--- src/rtl/dq_pkg.sv ---
// Package: shared mode encoding and helpers for the detect qualifier.
// Assumes a 2-bit mode field decoded identically by every sub-block.
package dq_pkg;

    typedef enum logic [1:0] {
        MODE_PDN = 2'b00,
        MODE_FSK = 2'b01,
        MODE_CPT = 2'b10,
        MODE_AUX = 2'b11
    } dq_mode_e;

    // Larger of two integers, used to size counters from parameters.
    function automatic int imax(input int a, input int b);
        return (a > b) ? a : b;
    endfunction

endpackage

--- src/rtl/dq_cfg_watch.sv ---
// Module: dq_cfg_watch
// Registers the mode and timing code and flags any cycle in which either
// differs from the previous cycle's value. Assumes inputs are synchronous.
module dq_cfg_watch
    import dq_pkg::*;
(
    input  logic       clk,
    input  logic       rst_n,
    input  logic [1:0] mode,
    input  logic [1:0] tcode,
    output logic       cfg_chg
);

    logic [1:0] mode_q;
    logic [1:0] code_q;

    // Keep last cycle's configuration for change detection.
    always_ff @(posedge clk) begin
        if (!rst_n) begin
            mode_q <= MODE_PDN;
            code_q <= 2'b00;
        end else begin
            mode_q <= mode;
            code_q <= tcode;
        end
    end

    // Flag a change in either configuration field.
    always_comb begin
        cfg_chg = (mode != mode_q) || (tcode != code_q);
    end

endmodule

--- src/rtl/dq_limit_sel.sv ---
// Module: dq_limit_sel
// Picks the tick limit for the pending transition from the mode, the
// timing code and the current qualified state. Assumes every limit >= 1.
module dq_limit_sel
    import dq_pkg::*;
#(
    parameter int CNT_W   = 9,
    parameter int ON_T0   = 450,
    parameter int ON_T1   = 15,
    parameter int ON_T2   = 15,
    parameter int ON_T3   = 80,
    parameter int OFF_T0  = 30,
    parameter int OFF_T1  = 30,
    parameter int OFF_T2  = 15,
    parameter int OFF_T3  = 10,
    parameter int CPT_ON  = 10,
    parameter int CPT_OFF = 25
) (
    input  logic [1:0]       mode,
    input  logic [1:0]       tcode,
    input  logic             det_q,
    output logic [CNT_W-1:0] lim_sel
);

    localparam int NSET = 4;
    localparam logic [CNT_W-1:0] L_CPT_ON  = CNT_W'(CPT_ON);
    localparam logic [CNT_W-1:0] L_CPT_OFF = CNT_W'(CPT_OFF);

    logic [CNT_W-1:0] on_tab  [NSET];
    logic [CNT_W-1:0] off_tab [NSET];
    logic [CNT_W-1:0] fsk_on;
    logic [CNT_W-1:0] fsk_off;

    // Build the per-code limit tables from parameters.
    generate
        for (genvar g = 0; g < NSET; g++) begin : g_tab
            localparam int ON_V  = (g == 0) ? ON_T0  : (g == 1) ? ON_T1  :
                                   (g == 2) ? ON_T2  : ON_T3;
            localparam int OFF_V = (g == 0) ? OFF_T0 : (g == 1) ? OFF_T1 :
                                   (g == 2) ? OFF_T2 : OFF_T3;
            assign on_tab[g]  = CNT_W'(ON_V);
            assign off_tab[g] = CNT_W'(OFF_V);
        end
    endgenerate

    // Look up the FSK pair chosen by the timing code.
    always_comb begin
        fsk_on  = on_tab[tcode];
        fsk_off = off_tab[tcode];
    end

    // Choose the limit for the transition that is currently pending.
    always_comb begin
        if (mode == MODE_CPT) begin
            lim_sel = det_q ? L_CPT_OFF : L_CPT_ON;
        end else begin
            lim_sel = det_q ? fsk_off : fsk_on;
        end
    end

endmodule

--- src/rtl/dq_qualifier.sv ---
// Module: dq_qualifier
// Tick-counting debouncer. Counts consecutive ticks with the raw input
// opposite to the qualified state and flips the state at the limit.
// Assumes lim_sel >= 1 and stable for the cycle it is used.
module dq_qualifier #(
    parameter int CNT_W = 9
) (
    input  logic             clk,
    input  logic             rst_n,
    input  logic             tick,
    input  logic             raw,
    input  logic             hold,
    input  logic             cnt_clr,
    input  logic [CNT_W-1:0] lim_sel,
    output logic             det_q,
    output logic [CNT_W-1:0] cnt
);

    logic [CNT_W:0] cnt_nxt;
    logic           at_lim;

    // Next count and limit comparison, one bit wider to avoid wrap.
    always_comb begin
        cnt_nxt = {1'b0, cnt} + {{CNT_W{1'b0}}, 1'b1};
        at_lim  = (cnt_nxt >= {1'b0, lim_sel});
    end

    // Qualified state and pending count.
    always_ff @(posedge clk) begin
        if (!rst_n || hold) begin
            det_q <= 1'b0;
            cnt   <= '0;
        end else if (cnt_clr || (raw == det_q)) begin
            cnt   <= '0;
        end else if (tick) begin
            if (at_lim) begin
                det_q <= ~det_q;
                cnt   <= '0;
            end else begin
                cnt   <= cnt_nxt[CNT_W-1:0];
            end
        end
    end

endmodule

--- src/rtl/dq_out_drive.sv ---
// Module: dq_out_drive
// Forms the active-low detect output and the clamped data output from
// the mode and the qualified state. Purely combinational.
module dq_out_drive
    import dq_pkg::*;
(
    input  logic [1:0] mode,
    input  logic       det_q,
    input  logic       raw_rxd,
    output logic       det_n,
    output logic       rxd_out
);

    logic active;

    // Detect output per mode; data passes only while detected.
    always_comb begin
        active = (mode == MODE_FSK) || (mode == MODE_CPT);
        unique case (mode)
            MODE_PDN: det_n = 1'b0;
            MODE_FSK,
            MODE_CPT: det_n = ~det_q;
            default:  det_n = 1'b1;
        endcase
        rxd_out = (active && det_q) ? raw_rxd : 1'b1;
    end

endmodule

--- src/rtl/dq_detect_top.sv ---
// Module: dq_detect_top
// Detect output qualifier with programmable turn-on/turn-off delays.
// Assumes tick_1ms is a synchronous single-cycle strobe and raw inputs
// are already synchronised to clk.
module dq_detect_top
    import dq_pkg::*;
#(
    parameter int ON_T0   = 450,
    parameter int ON_T1   = 15,
    parameter int ON_T2   = 15,
    parameter int ON_T3   = 80,
    parameter int OFF_T0  = 30,
    parameter int OFF_T1  = 30,
    parameter int OFF_T2  = 15,
    parameter int OFF_T3  = 10,
    parameter int CPT_ON  = 10,
    parameter int CPT_OFF = 25
) (
    input  logic       clk,
    input  logic       rst_n,
    input  logic       tick_1ms,
    input  logic       raw_det,
    input  logic       raw_rxd,
    input  logic [1:0] mode,
    input  logic [1:0] tcode,
    output logic       det_n,
    output logic       rxd_out
);

    localparam int MAX_ON  = imax(imax(ON_T0, ON_T1), imax(imax(ON_T2, ON_T3), CPT_ON));
    localparam int MAX_OFF = imax(imax(OFF_T0, OFF_T1), imax(imax(OFF_T2, OFF_T3), CPT_OFF));
    localparam int MAX_T   = imax(MAX_ON, MAX_OFF);
    localparam int CNT_W   = $clog2(MAX_T + 1);

    logic             cfg_chg;
    logic             q_hold;
    logic             det_q;
    logic [CNT_W-1:0] q_cnt;
    logic [CNT_W-1:0] lim_sel;

    // Qualifier is held cleared outside the two detecting modes.
    always_comb begin
        q_hold = (mode == MODE_PDN) || (mode == MODE_AUX);
    end

    dq_cfg_watch u_cfg (
        .clk     (clk),
        .rst_n   (rst_n),
        .mode    (mode),
        .tcode   (tcode),
        .cfg_chg (cfg_chg)
    );

    dq_limit_sel #(
        .CNT_W   (CNT_W),
        .ON_T0   (ON_T0),
        .ON_T1   (ON_T1),
        .ON_T2   (ON_T2),
        .ON_T3   (ON_T3),
        .OFF_T0  (OFF_T0),
        .OFF_T1  (OFF_T1),
        .OFF_T2  (OFF_T2),
        .OFF_T3  (OFF_T3),
        .CPT_ON  (CPT_ON),
        .CPT_OFF (CPT_OFF)
    ) u_lim (
        .mode    (mode),
        .tcode   (tcode),
        .det_q   (det_q),
        .lim_sel (lim_sel)
    );

    dq_qualifier #(
        .CNT_W (CNT_W)
    ) u_qual (
        .clk     (clk),
        .rst_n   (rst_n),
        .tick    (tick_1ms),
        .raw     (raw_det),
        .hold    (q_hold),
        .cnt_clr (cfg_chg),
        .lim_sel (lim_sel),
        .det_q   (det_q),
        .cnt     (q_cnt)
    );

    dq_out_drive u_out (
        .mode    (mode),
        .det_q   (det_q),
        .raw_rxd (raw_rxd),
        .det_n   (det_n),
        .rxd_out (rxd_out)
    );

endmodule

--- config.mk ---
export PLATFORM = sky130hd
export DESIGN_NAME = dq_detect_top
export DESIGN_NICKNAME = d
export VERILOG_FILES = /design/src/rtl/dq_pkg.sv /design/src/rtl/dq_cfg_watch.sv /design/src/rtl/dq_limit_sel.sv /design/src/rtl/dq_qualifier.sv /design/src/rtl/dq_out_drive.sv /design/src/rtl/dq_detect_top.sv
export SDC_FILE = /design/constraint.sdc
export NUM_CORES = 1
export LEC_CHECK = 0
export ABC_AREA = 1
export BUFFER_PORTS_ARGS = -buffer_cell sky130_fd_sc_hd__buf_2
export CORE_ASPECT_RATIO = 0.8
export CORE_UTILIZATION = 52
export CTS_BUF_LIST = sky130_fd_sc_hd__clkbuf_4 sky130_fd_sc_hd__clkbuf_8 sky130_fd_sc_hd__clkbuf_16
export DETAILED_ROUTE_END_ITERATION = 10
export HOLD_SLACK_MARGIN = 0.06
export PLACE_DENSITY = 0.74
export SETUP_SLACK_MARGIN = 0.15
export SYNTH_ARGS = -nofsm -noshare
export SYNTH_HDL_FRONTEND = slang
export SYNTH_SLANG_ARGS = --single-unit
--- constraint.sdc ---
create_clock -name clk -period 2.2 [get_ports clk]
set_clock_uncertainty 0.1 [all_clocks]
set_input_delay 0.22 -clock clk [delete_from_list [all_inputs] [get_ports clk]]
set_output_delay 0.22 -clock clk [all_outputs]
set_load 0.02 [all_outputs]
Yosys cells after proc, flatten, opt, wreduce, memory -nomap -nowiden
Cells that the tools add are included.
- register bits after elaboration: 14
- latch bits: 0
- memory bits (writable): 0
- ROM bits: 0
- input bits: 9
- output and inout bits: 2
- logic and storage cells: 39
- memories: 0
- $add $sub $neg: 1
- $mul: 0
- div/mod/pow operators: 0
- $lt $le $gt $ge: 2
- equal/unequal tests: 6
- shift operators: 0
- muxes and demuxes: 12
- bitwise logic cells: 3
- reductions and logical operators: 11
- operator list (cell ; number):
    $mux 9 ; 7
    $bmux 9 s2 ; 2
    $add 9x1->10 const B ; 1
    $ge 10x9->1 ; 1
    $logic_or 1x1->1 ; 5
    $mux 5 ; 1
    $eq 2x2->1 const B ; 2
    $ne 2x2->1 ; 2
    $reduce_or 2->1 ; 2
    $ge 3x3->1 const B ; 1
    $not 2->3 ; 1
    $reduce_and 3->1 ; 1
    $eq 2x1->1 const B ; 1
    $logic_not 2->1 ; 1
    $not 1->1 ; 2
    $pmux 1 s2 ; 1
    $eq 1x1->1 ; 1
    $logic_and 1x1->1 ; 1
    $logic_not 1->1 ; 1
    $mux 1 ; 1

Logic depth before layout (Yosys ltp)
Gate-level depths: netlist of the first run.
- depth in word-level cells: 8
- gate-level depth with buffers: 22
- depth with buffers taken out: 22

By module
A second synthesis of the first run with hierarchy kept.
- cells, all modules: 213
- area total of the unflattened synthesis: 1318.8 um^2
- by module, submodules not included (module ; instances ; cells an instance ; area an instance (um^2) ; seq. area each (um^2)):
    dq_qualifier ; 1 ; 128 ; 864.6 ; 200.2
    dq_cfg_watch ; 1 ; 35 ; 196.4 ; 80.1
    dq_limit_sel ; 1 ; 35 ; 188.9 ; 0.0
    dq_out_drive ; 1 ; 10 ; 50.0 ; 0.0
    dq_detect_top ; 1 ; 5 ; 18.8 ; 0.0

Worst setup path before layout of the first run
Ideal clock, no wire load.
- kind: in2reg
- start: input port tcode[0]
- end: register u_qual.det_q
- library setup time: 0.115 ns
- arrival time: 1.868 ns
- required time: 1.985 ns
- slack: 0.117 ns
- stages on the path: 21
- path buffers: 0
- cells stage by stage: inv_1 > ha_1 > nor2_1 > inv_1 > o211ai_1 > o21ai_0 > ha_1 > inv_1 > nand2_1 > nand2_1 > nand2_1 > nand2_1 > nand2_1 > nand2_1 > nand2_1 > nand2_1 > nand2_2 > nand2_4 > nand2_2 > a21oi_1 > nor2_1
- longest elaborated chain between the ends: 8
- elaborated cells between the ends (all ways): 15
- those cells by class: order compare (1); eq/ne (1); mux (8); bitwise (2); reduce/logical (3)
- ends and longest elaborated chain (element ; RTL line ; RTL):
    start: declaration ; dq_detect_top.sv:25 ; input logic [1:0] tcode,
    $not 2->3 (not written as such) ; dq_limit_sel.sv:48, dq_limit_sel.sv:49 ;
    $bmux 9 s2 (on tied branches) ; dq_limit_sel.sv:48, dq_limit_sel.sv:49 ;
    $mux 9 (on tied branches) (2 in a row) ; dq_limit_sel.sv:48, dq_limit_sel.sv:49 ;
    $mux 9 ; dq_limit_sel.sv:57 ; lim_sel = det_q ? fsk_off : fsk_on;
    $mux 9 ; dq_limit_sel.sv:54 ; if (mode == MODE_CPT) begin
    $ge 10x9->1 ; dq_qualifier.sv:25 ; at_lim = (cnt_nxt >= {1'b0, lim_sel});
    $reduce_and 3->1 (no line) * ; -- ;
    end signal: assignment ; dq_qualifier.sv:37 ; det_q <= ~det_q;
    end: declaration ; dq_qualifier.sv:15 ; output logic det_q,
Every way passes the cells marked *; elsewhere a longest branch is shown, timed or not. The select of a mux whose other input is x is not followed.
A chain may end at the register's enable or synchronous reset.

Worst setup path after layout of the first run
- start: register u_qual.cnt[0]
- end: register u_qual.det_q
- longest elaborated chain between the ends: 3
- ends and longest elaborated chain (element ; RTL line ; RTL):
    start: declaration ; dq_qualifier.sv:16 ; output logic [CNT_W-1:0] cnt
    start signal: assignment ; dq_qualifier.sv:40 ; cnt <= cnt_nxt[CNT_W-1:0];
    $add 9x1->10 ; dq_qualifier.sv:24 ; cnt_nxt = {1'b0, cnt} + {{CNT_W{1'b0}}, 1'b1};
    $ge 10x9->1 ; dq_qualifier.sv:25 ;
    $reduce_and 3->1 (no line) ; -- ;
No other way between the ends.

==> impl_results.md, run 1 <==
- Tot Pwr: 0.5044 mW
- Area Growth Syn to Fin: 34.22%
- Yosys warning total: 0
- Post-Route WL: 2616 um
- Register area share after synthesis: between 20% and 30%
- Worst slew margin relative to its limit: between 70 and 80%
- Peak VDD IR: 321.7 uV
- Post-synthesis cell count: 150
- Via Count: about 1100
- Clk root buf: clkbuf_4
- Bufs on Longest Clock Path: 2
- Filler Cell Count: 154
- Grt ovf: 0
- Clock transition at path regs: about 90 ps
- Number of I/O pins: 11
- Placed instance count: roughly 200
- Critical Path RT: ~2300 ps
- Fin. max-slew vios: 0
- Core area: between 1500 and 2000 sq um
- Area of the multi-input gates: about 780 sq um
- Yosys cell types: 25
- All-Layer GR Usage: 26.13%
- Share of cells above drive strength 1: 37.10%
- Row count: 14
- Fin crit share: a little over nine tenths
- Power per Cell Area: about 350 nW/um^2
- Final Net Count: approximately 210
- Post-route minimum period: 2150 ps
- Ant. Diodes: 0
- Post-Place Worst Slack: -150.2 ps
- Crit Path Class: reg -> reg
- Static Leak: 0.7277 nW
- Pin count of the biggest net entering global routing: 11
- HPWL after DPL: 1830 um
- Die height: approximately 43 um
- Vias in the first global route: 1043
- Drc violations: 0
- Most frequent cells in the layout: nand2_1, buf_4, inv_1
- F_max: 0.4652 GHz
- Initial antenna violation count: 0
- DRT Pass-1 Iters: 4
- Die width: approximately 53 um
- Synth top area cells: dfxtp_1, ha_1, nand2_1, inv_1, a21oi_1
- Buffers on Ports: 10
- Area of the mapped netlist: 1079 sq um
- Status: finished, final reports clean
- Post-Syn Area per Cell: 7.190 sq um
- Crit path DAT: 2230 ps
- Crit end category: flip-flop
- Skew-Pair Late Insertion Delay: 280 ps
- Max-cap check violation count: 0
- Setup crit start kind: flip-flop
- Final setup fails: 0
- Critical path peak fanout: 5
- Clock buffer count from CTS: 3
- Setup ws final: 50.31 ps
- Synth top area share: 25.99%
- DR iter-0 viols: 27
- # clock sinks: 14
- Die area: 2261 sq um
- RSZ-0062 raised after global routing: yes
- #FFs+latches synth: 14
- Seq. cell area: 286.5 sq um
- Synth area leader: dfxtp_1
- Final core utilization: 75.82%
- Syn nets: 173
- Worst-Margin Slew: 332.3 ps
- Final hold slack: about 89 ps
- DRT antenna net count: 0
- Final Hold Viols: 0
- Initial Util: 56.49%
- TritonCTS clock tree: yes
- Vias per cell: ~5.3
- Commonest non-fill, non-tap cell in the layout: nand2_1
- First-pass GRT wire length: 4353 um
- RePlAce Congestion: 0.7779
- H-tree levels: 1
- Non-filler cells, final: 210
- Hold Path Class: in -> reg
- Avg WL per Cell: 12.46 um
cells by family after synthesis:
group | Yosys count | synth area share, %
flip-flops | 14 | 25.99
buffers and inverters | 26 | 9.512
XOR/XNOR | 10 | 8.121
AND/OR/NAND/NOR | 68 | 31.55
AO/OA/AOI/OAI | 18 | 8.585
adder cells (fa/ha/maj) | 14 | 16.24
final cells by class:
class / instances / area share (%)
repair buffers: 34 / 16.08
well taps: 24 / 2.074
flip-flops and latches: 14 / 19.79
multi-input cells: 111 / 53.93
inverters: 24 / 6.569
clock buffers: 3 / 1.556
Yosys cell counts:
| cell type | count |
|---|---|
| a21oi_1 | 13 |
| and3_1 | 1 |
| buf_2 | 1 |
| buf_4 | 1 |
| clkinv_1 | 1 |
| dfxtp_1 | 14 |
| ha_1 | 14 |
| inv_1 | 22 |
| inv_2 | 1 |
| nand2_1 | 34 |
| nand2_2 | 4 |
| nand2_4 | 1 |
| nand3_1 | 5 |
| nand3_2 | 1 |
| nand3b_1 | 1 |
| nand4_1 | 9 |
| nor2_1 | 8 |
| nor2_4 | 1 |
| nor3_2 | 1 |
| nor3b_1 | 1 |
| nor3b_2 | 1 |
| o211ai_1 | 1 |
| o21ai_0 | 4 |
| xnor2_1 | 3 |
| xor2_1 | 7 |
layer usage:
metal,global-route usage (%),vias to the layer above,wire length (um)
li1,-,559,-
met5,0,-,0
met3,7.527,0,119
met1,32.09,527,1160
met2,45.82,28,1335
met4,3.158,0,0
through the flow:
step / cell area (sq um) / setup TNS [ps]
3_5_place_dp: 1277 / -849.3
5_1_grt: 1448 / -138.2
6_report: 1448 / 0
2_1_floorplan: 1105 / 0
3_3_place_gp: 1277 / -287.2
4_1_cts: 1383 / 0
critical path: stages, from the launching register on:
cell     delay [ps]
dfxtp_2         370
inv_2            60
nor2_4          130
nand2_2          90
nor3b_4         240
xor2_2          180
ha_1            270
a21oi_2         140
nand2_2         100
nand2_4         120
nand2_4          60
a21oi_2         140
nor2_1           50
what timing repair did:
| action | CTS | global route |
|---|---|---|
| hold buffers | 1 | 0 |
| setup buffers | 6 | 3 |
| gates cloned | 1 | 0 |
| gates resized for setup | 6 | 14 |
| pin swaps | 10 | 14 |
| hold endpoints to repair | 1 | 0 |
| endpoints found under the setup margin | 10 | 10 |
state kept, by name, indices dropped and copies added (netlist names):
signal and flops:
u_cfg.code_q 2, u_cfg.mode_q 2, u_qual.cnt 9, u_qual.det_q 1
path summary, 6_finish.rpt:
path / slack, ps / from / cells after the start / end
setup / recovery: 50 / u_qual.cnt[0] / 12 / u_qual.det_q
hold / removal: 90 / rst_n / 3 / u_cfg.mode_q[0]
setup reg to reg: 50 / u_qual.cnt[0] / 12 / u_qual.det_q
hold reg to reg: 390 / u_qual.cnt[1] / 2 / u_qual.cnt[1]
power breakdown:
part / switching (mW) / total, mW / internal, mW
Clock: 0.0836 / 0.147 / 0.0635
Sequential: 0.00181 / 0.259 / 0.257
Combinational: 0.0561 / 0.0983 / 0.0422
Total: 0.142 / 0.504 / 0.363
Note: power is estimated with default switching activity, not from simulation.
==> run 2: changes to the inputs <==
--- a/config.mk
+++ b/config.mk
@@ -7,12 +7,14 @@
 export LEC_CHECK = 0
 export ABC_AREA = 1
 export BUFFER_PORTS_ARGS = -buffer_cell sky130_fd_sc_hd__buf_2
+export CELL_PAD_IN_SITES_DETAIL_PLACEMENT = 2
+export CELL_PAD_IN_SITES_GLOBAL_PLACEMENT = 2
 export CORE_ASPECT_RATIO = 0.8
-export CORE_UTILIZATION = 52
+export CORE_UTILIZATION = 29
 export CTS_BUF_LIST = sky130_fd_sc_hd__clkbuf_4 sky130_fd_sc_hd__clkbuf_8 sky130_fd_sc_hd__clkbuf_16
 export DETAILED_ROUTE_END_ITERATION = 10
 export HOLD_SLACK_MARGIN = 0.06
-export PLACE_DENSITY = 0.74
+export PLACE_DENSITY = 0.73
 export SETUP_SLACK_MARGIN = 0.15
 export SYNTH_ARGS = -nofsm -noshare
 export SYNTH_HDL_FRONTEND = slang
==> run 2 against run 1 <==
The flow now finishes with violations (negative setup slack). Flip-flop and latch count unchanged. Global-route usage down 4.2 points. Die area up 75%. Clock power up 48%. Combinational power up 30%. Worst setup slack worse by 130 ps. Hold slack better by 48 ps. Sequential share of layout area down 2.1 points. Non-clock buffer count up 4. Routed wire length up 79%. Register-to-register slack worse by 130 ps. Critical path type unchanged. Highest routed layer is now met4.
==> impl_results.md, run 2 (synthesis results as in run 1) <==
- Row count: 19
- Clk root buf: clkbuf_8
- Drc violations: 0
- Max reg flops: 9
- Worst slew margin relative to its limit: 75.10%
- Status: finished, violations left
- Initial Util: 30.86%
- Crit end category: flip-flop
- Tot Pwr: approximately 0.6 mW
- Fin. max-slew vios: 0
- Fin crit share: 103.6%
- Buffers on Ports: 10
- First-pass GRT wire length: 6520 um
- Vias per cell: 5.168
- Worst path bufs/invs: 2
- R2R Setup Slk: -80 ps
- Avg WL per Cell: between 20 and 25 um
- Number of I/O pins: 11
- Final Hold Viols: 0
- Most frequent cells in the layout: nand2_1, buf_4, inv_1
- RePlAce Congestion: 0.7596
- Pin count of the biggest net entering global routing: 11
- Critical path's largest stage delay: 390 ps
- Final hold slack: 137.1 ps
- Setup total negative slack: -430.6 ps
- # clock sinks: 14
- Setup ws final: -79.81 ps
- Commonest non-fill, non-tap cell in the layout: nand2_1
- Filler Cell Count: 373
- HPWL after DPL: 2598 um
- Max-cap check violation count: 0
- Die height: between 50 and 60 um
- Via Count: roughly 1200
- Clock buffer count from CTS: 3
- Power per Cell Area: roughly 360 nW/um^2
- Post-Route WL: ~4700 um
- Crit-path cells: ha_4, nand2_1, nor3_4, and3_4, xor2_4, ha_4, inv_1, nand2_1, inv_2, nand2_4, nand3_2, nand2_1, nor2_1
- Non-filler cells, final: ~230
- Largest reg by FF count: u_qual.cnt
- All-Layer GR Usage: 21.91%
- DRT Pass-1 Iters: 4
- Final setup fails: 10
- DRT antenna net count: 0
- Skew-Pair Late Insertion Delay: 250 ps
- Final core utilization: 47.23%
- Worst-Margin Slew: about 370 ps
- Area Growth Syn to Fin: 53.02%
- CP max stage cell: dfxtp_4
- Setup crit start kind: flip-flop
- Clock transition at path regs: 60 ps
- TritonCTS clock tree: yes
- F_max: 0.4386 GHz
- H-tree levels: 1
- Final Net Count: 215
- Regs by FF count: u_qual.cnt (9), u_cfg.code_q (2), u_cfg.mode_q (2)
- Vias in the first global route: between 1000 and 1500
- Crit path DAT: 2330 ps
- Post-route minimum period: 2280 ps
- Die width: 70.18 um
- Static Leak: 0.8021 nW
- Grt ovf: 0
- Die area: 3968 sq um
- Bufs on Longest Clock Path: 2
- Most frequent CP cell: nand2_1
- Initial antenna violation count: 0
- Hold Path Class: in -> reg
- Delay-heaviest family, CP: simple AND/OR/NAND/NOR gates
- Failing checks: negative setup slack
- DR iter-0 viols: 35
- Peak VDD IR: 335.7 uV
- Critical Path RT: 2250 ps
- Ant. Diodes: 0
- Core area: 3495 sq um
- Crit Path Class: reg -> reg
- Critical path peak fanout: 10
- Share of cells above drive strength 1: 43.68%
- RSZ-0062 raised after global routing: yes
- Placed instance count: 217
## run 2: power breakdown
group | switching, mW | internal, mW | total (mW)
clock network | 0.0961 | 0.122 | 0.218
logic | 0.0753 | 0.0523 | 0.128
registers | 0.00245 | 0.254 | 0.257
## run 2: path summary, 6_finish.rpt
path,start,to,cells past startpoint
hold / removal,rst_n,u_cfg.code_q[0],3
setup reg to reg,u_qual.cnt[0],u_qual.det_q,13
setup / recovery,u_qual.cnt[0],u_qual.det_q,13
hold reg to reg,u_qual.cnt[5],u_qual.cnt[5],2
## run 2: tightest hold or removal path, delay by kind of cell
family,cells,cell delay (ps)
and+or+nand+nor,1,60
buffers and inverters,2,180
## run 2: layout make-up
class	count	area (sq um)	share of cell area (%)
multi-input cells	111	900.9	54.59
flip-flops and latches	14	292.8	17.74
repair buffers	38	262.8	15.92
inverters	24	100.1	6.065
well taps	42	52.55	3.184
clock buffers	3	41.29	2.502
## run 2: layer usage
layer / global-route usage (%) / share of wire, %
met1: 29.31 / 47
met2: 37.64 / 49
met3: 2.334 / 2.6
met4: 5.714 / 1.4
met5: 0 / 0
## run 2: through the flow
stage	cell area [sq um]	worst slack [ps]
final	1650	-79.81
after global routing	1650	-280.2
after CTS	1484	13.32
after detailed placement	1323	-276.0
after global placement	1323	-153.7
after floorplan	1105	150.2
## run 2: repair_timing
action / CTS / global route
pin swaps: 8 / 25
gates resized for setup: 12 / 33
gates cloned: 1 / 0
setup buffers: 8 / 3
hold buffers: 0 / 0
setup endpoints to repair: 10 / 10
==> run 3: changes to the inputs <==
--- a/config.mk
+++ b/config.mk
@@ -5,16 +5,16 @@
 export SDC_FILE = /design/constraint.sdc
 export NUM_CORES = 1
 export LEC_CHECK = 0
-export ABC_AREA = 1
-export BUFFER_PORTS_ARGS = -buffer_cell sky130_fd_sc_hd__buf_2
+export ABC_AREA = 0
 export CELL_PAD_IN_SITES_DETAIL_PLACEMENT = 2
 export CELL_PAD_IN_SITES_GLOBAL_PLACEMENT = 2
 export CORE_ASPECT_RATIO = 0.8
-export CORE_UTILIZATION = 29
+export CORE_UTILIZATION = 34
 export CTS_BUF_LIST = sky130_fd_sc_hd__clkbuf_4 sky130_fd_sc_hd__clkbuf_8 sky130_fd_sc_hd__clkbuf_16
 export DETAILED_ROUTE_END_ITERATION = 10
+export DONT_BUFFER_PORTS = 1
 export HOLD_SLACK_MARGIN = 0.06
-export PLACE_DENSITY = 0.73
+export PLACE_DENSITY = 0.74
 export SETUP_SLACK_MARGIN = 0.15
 export SYNTH_ARGS = -nofsm -noshare
 export SYNTH_HDL_FRONTEND = slang
==> run 3 against run 2 <==
The flow now stops in clock tree synthesis (4_1_cts). Synthesized cell count down 11%. Area after synthesis increased by 5.6%.
==> impl_results.md, run 3 <==
- Status: did not finish
- Stage reached: clock tree synthesis (4_1_cts)
- Error: [ERROR DPL-0033] detailed placement checks failed during check placement.
- Asr flop ratio synth: 0%
- RePlAce Congestion: around 0.77
- Synth top area share: 24.62%
- Placed instance count: 195
- Register area share after synthesis: 24.62%
- Post-synthesis cell count: 133
- HPWL after DPL: 2910 um
- Synth top area cells: dfxtp_1, ha_1, xor2_1, nand2b_1, o2111ai_1
- Die height: 53.76 um
- Synth top cells by count: dfxtp_1, ha_1, a21oi_1
- Initial Util: 36.37%
- DP Area: 1406 sq um
- Main synth FF type: dfxtp_1
- Hold buffers post-CTS: 10
- Clock buffer count from CTS: 3
- Row count: 18
- # clock sinks: 14
- Syn nets: 156
- Clk root buf: clkbuf_8
- #FFs+latches synth: 14
- H-tree levels: 1
- Bufs on Longest Clock Path: 2
- Yosys warning total: 0
- Buffers on Ports: 0
- # resized after CTS: 35
- Area of the mapped netlist: 1139 sq um
- Post-synth EDFFs: 0
- Number of I/O pins: 11
- Die width: between 60 and 70 um
- Post-Syn Area per Cell: between 8 and 9 sq um
- Yosys cell types: 32
- Synth area leader: dfxtp_1
- Post-CTS Setup Repair Bufs: 14
==> run 3: cell count changes after synthesis, moves of 7 or more <==
cell	before	now
inv_1	22	8
nand2_1	34	8
nand2b_1	0	10
nand4_1	9	2
o2111ai_1	0	7
==> run 3: kinds of logic after synthesis <==
group	count (synthesis)	share of synthesized area (%)
AOI/OAI and AO/OA	28	20.22
xor gates and xnor gates	11	8.462
adders and majority gates	14	15.38
buffers and inverters	12	4.066
DFF	14	24.62
muxes	3	2.637
and+or+nand+nor	51	24.61
==> run 3: per-stage QoR <==
step,setup TNS (ps),worst slack [ps]
2_1_floorplan,-1918,-208.3
3_3_place_gp,-2171,-243.8
3_5_place_dp,-3249,-386.4
==> run 4: changes to the inputs <==
==> config.mk (replaced) <==
export PLATFORM = sky130hd
export DESIGN_NAME = dq_detect_top
export DESIGN_NICKNAME = d
export VERILOG_FILES = /design/src/rtl/dq_pkg.sv /design/src/rtl/dq_cfg_watch.sv /design/src/rtl/dq_limit_sel.sv /design/src/rtl/dq_qualifier.sv /design/src/rtl/dq_out_drive.sv /design/src/rtl/dq_detect_top.sv
export SDC_FILE = /design/constraint.sdc
export NUM_CORES = 1
export LEC_CHECK = 0
export ABC_AREA = 0
export CORE_AREA = 2 2 63 65
export DETAILED_ROUTE_END_ITERATION = 10
export DIE_AREA = 0 0 65 67
export DONT_BUFFER_PORTS = 1
export PLACE_DENSITY_LB_ADDON = 0.15
export SYNTH_ARGS = -nofsm -noshare
export SYNTH_HDL_FRONTEND = slang
export SYNTH_SLANG_ARGS = --single-unit
==> constraint.sdc (replaced) <==
create_clock -name clk -period 2.85 [get_ports clk]
set_clock_uncertainty 0.1 [all_clocks]
set_input_delay 0.285 -clock clk [delete_from_list [all_inputs] [get_ports clk]]
set_output_delay 0.285 -clock clk [all_outputs]
set_load 0.02 [all_outputs]
==> run 4 against run 3 <==
The flow now finishes without violations. Area after synthesis unchanged. Synthesized cell count unchanged.
==> impl_results.md, run 4 <==
- Worst slew margin relative to its limit: 68.19%
- Post-route cell area: approximately 1300 sq um
- Clk pwr share: between 40% and 50%
- Clk root buf: clkbuf_8
- Die height: 67 um
- Non-filler cells, final: 188
- Gate power share: 12.5%
- Sw Pwr: 0.1060 mW
- Setup crit start kind: flip-flop
- Worst-Margin Slew: approximately 460 ps
- Crit path DAT: around 2600 ps
- Post-Synth Simple-Gate Area: 24.62%
- Fin. max-slew vios: 0
- Via Count: 948
- Routed wire length on met3: 93 um
- F_max: around 0.4 GHz
- Status: finished, final reports clean
- Die area: roughly 4400 sq um
- Drc violations: 0
- Synth Area in XOR/XNOR: under 10%
- Int Power: 0.3464 mW
- #FFs+latches synth: 14
- # clock sinks: 14
- Asr flop ratio synth: 0%
- Most frequent cells in the layout: ha_1, dfxtp_1, a21oi_1
- HPWL after DPL: around 1900 um
- Final setup fails: 0
- Hold Path Class: in -> reg
- Ant. Diodes: 0
- Largest family of logic cells by synthesized area: simple AND/OR/NAND/NOR gates
- First-pass GRT wire length: between 4000 and 5000 um
- Post-synth EDFFs: 0
- Number of I/O pins: 11
- Clock transition at path regs: 60 ps
- Die width: 65 um
- Crit Path Class: reg -> reg
- Row count: 22
- Hold buffers post-CTS: 0
- Share of cells above drive strength 1: 10.71%
- Proportion of synthesized area in mux cells: under 10%
- R2R Setup Slk: 340 ps
- Fin crit share: 88.12%
- Power per Cell Area: ~350 nW/um^2
- Most frequent CP cell: a21oi_1
- RePlAce Congestion: between 0.7 and 0.8
- Setup total negative slack: 0 ps
- Yosys warning total: 0
- All-Layer GR Usage: 12.75%
- Post-CTS Setup Repair Bufs: 0
- Largest reg by FF count: u_qual.cnt
- Syn nets: 156
- Synth area leader: dfxtp_1
- Post-Syn Area per Cell: 8.561 sq um
- Sequential power share: approximately 44%
- Final Net Count: 164
- Clock buffer count from CTS: 3
- DRT antenna net count: 0
- Post-synthesis compound-gate area fraction: around a fifth
- CP Launch Point: u_qual.cnt[3]
- TritonCTS clock tree: yes
- Critical path's largest stage delay: 420 ps
- Worst setup endpoint: u_qual.cnt[3]
- Synth top area share: approximately 25%
- Final core utilization: 35.77%
- Vias in the first global route: between 900 and 1000
- Max reg flops: 9
- Register area share after synthesis: between 20% and 30%
- Met2 wire len: about 1100 um
- Yosys cell types: 32
- Placed instance count: between 150 and 200
- Post-route minimum period: ~2500 ps
- DP Area: ~1200 sq um
- # resized after CTS: 0
- RSZ-0062 raised after global routing: no
- Peak VDD IR: 288.2 uV
- Reg2Reg Capture Point: u_qual.cnt[3]
- Synth top cells by count: dfxtp_1, ha_1, a21oi_1
- Area Growth Syn to Fin: 13.30%
- Final hold slack: just under 60 ps
- DR iter-0 viols: 42
- Vias per cell: about 5.0
- Avg WL per Cell: 12.75 um
- CP max stage cell: dfxtp_1
- Initial antenna violation count: 0
- Worst R2R Path Depth: 10
- Crit end category: flip-flop
- Buffers on Ports: 0
- H-tree levels: 1
- Post-Route WL: 2397 um
- Skew-Pair Late Insertion Delay: 250 ps
- Synth top area cells: dfxtp_1, ha_1, xor2_1, nand2b_1, o2111ai_1
- Critical path peak fanout: 10
- Final Hold Viols: 0
- Sw Share: 23.43%
- Adder-cell share of the synthesized area: between 10% and 20%
- Post-synthesis cell count: 133
- Grt ovf: 0
- Bufs on Longest Clock Path: 2
- Static Leak: 0.5200 nW
- Initial Util: 31.58%
- Highest metal used: met4
- Metal-1 WL: 1167 um
- Regs by FF count: u_qual.cnt (9), u_cfg.code_q (2), u_cfg.mode_q (2)
- Max-cap check violation count: 0
- Critical Path RT: approximately 3000 ps
- Reg-to-Reg Start: u_qual.cnt[3]
- Core area: 3606 sq um
- DRT Pass-1 Iters: 4
- Crit-path cells: nand4_1, nor2_1, xor2_1, ha_1, a21oi_1, nor2b_1, a311oi_4, buf_4, o2111ai_1, a21oi_1
- Pin count of the biggest net entering global routing: 20
- Main synth FF type: dfxtp_1
- Area of the mapped netlist: 1139 sq um
- Hold Path Origin: mode[0]
run 4: cell counts after synthesis:
No cell type changed its count.
run 4: power groups by stage:
stage | Clock [mW] | Combinational (mW) | Sequential, mW
after floorplan | 0 | 0.0487 | 0.204
after global placement | 0 | 0.0559 | 0.204
after detailed placement | 0 | 0.0570 | 0.204
after CTS | 0.201 | 0.0573 | 0.200
after global routing | 0.210 | 0.0651 | 0.200
final | 0.196 | 0.0566 | 0.200
run 4: area by class of cell:
type	instances	area, sq um
well taps	48	60.06
clock buffers	4	55.05
inverters	8	30.03
repair buffers	7	52.55
flip-flops and latches	14	280.3
fillers	382	2316
multi-input cells	107	812.0
run 4: per-layer routing:
| metal | up-vias | track usage (%) |
|---|---|---|
| li1 | 496 | - |
| met5 | - | 0 |
| met4 | 0 | 4.787 |
| met1 | 431 | 16.35 |
| met3 | 2 | 2.365 |
| met2 | 19 | 21.13 |
run 4: how the worst min path moves through the flow:
stage	endpoint	slack, ps	depth (start not counted)
after global routing	u_cfg.code_q[1]	60	1
after floorplan	u_cfg.code_q[0]	310	1
after global placement	u_cfg.code_q[1]	310	1
final	u_cfg.mode_q[0]	60	1
after detailed placement	u_cfg.mode_q[0]	310	1
after CTS	u_cfg.code_q[1]	50	1
run 4: per-stage QoR:
step | worst slack [ps] | total power, mW
2_1_floorplan | 234.5 | 0.2530
3_3_place_gp | 193.7 | 0.2603
3_5_place_dp | 191.3 | 0.2614
4_1_cts | 305.0 | 0.4586
5_1_grt | 123.4 | 0.4751
6_report | 338.5 | 0.4524
run 4: kinds of logic after synthesis:
logic type	Yosys count
AO/OA/AOI/OAI	28
XOR/XNOR	11
adder cells (fa/ha/maj)	14
buffers and inverters	12
flip-flops	14
multiplexers	3
AND/OR/NAND/NOR	51
run 4: worst max-delay path: cells and delay by family (launching register included):
| kind | cells | cell delay [ps] |
|---|---|---|
| compound gates | 4 | 660 |
| simple gates | 3 | 510 |
| flops | 1 | 420 |
| fa+ha+maj | 1 | 290 |
| xor+xnor | 1 | 250 |
| buf+inv | 1 | 210 |
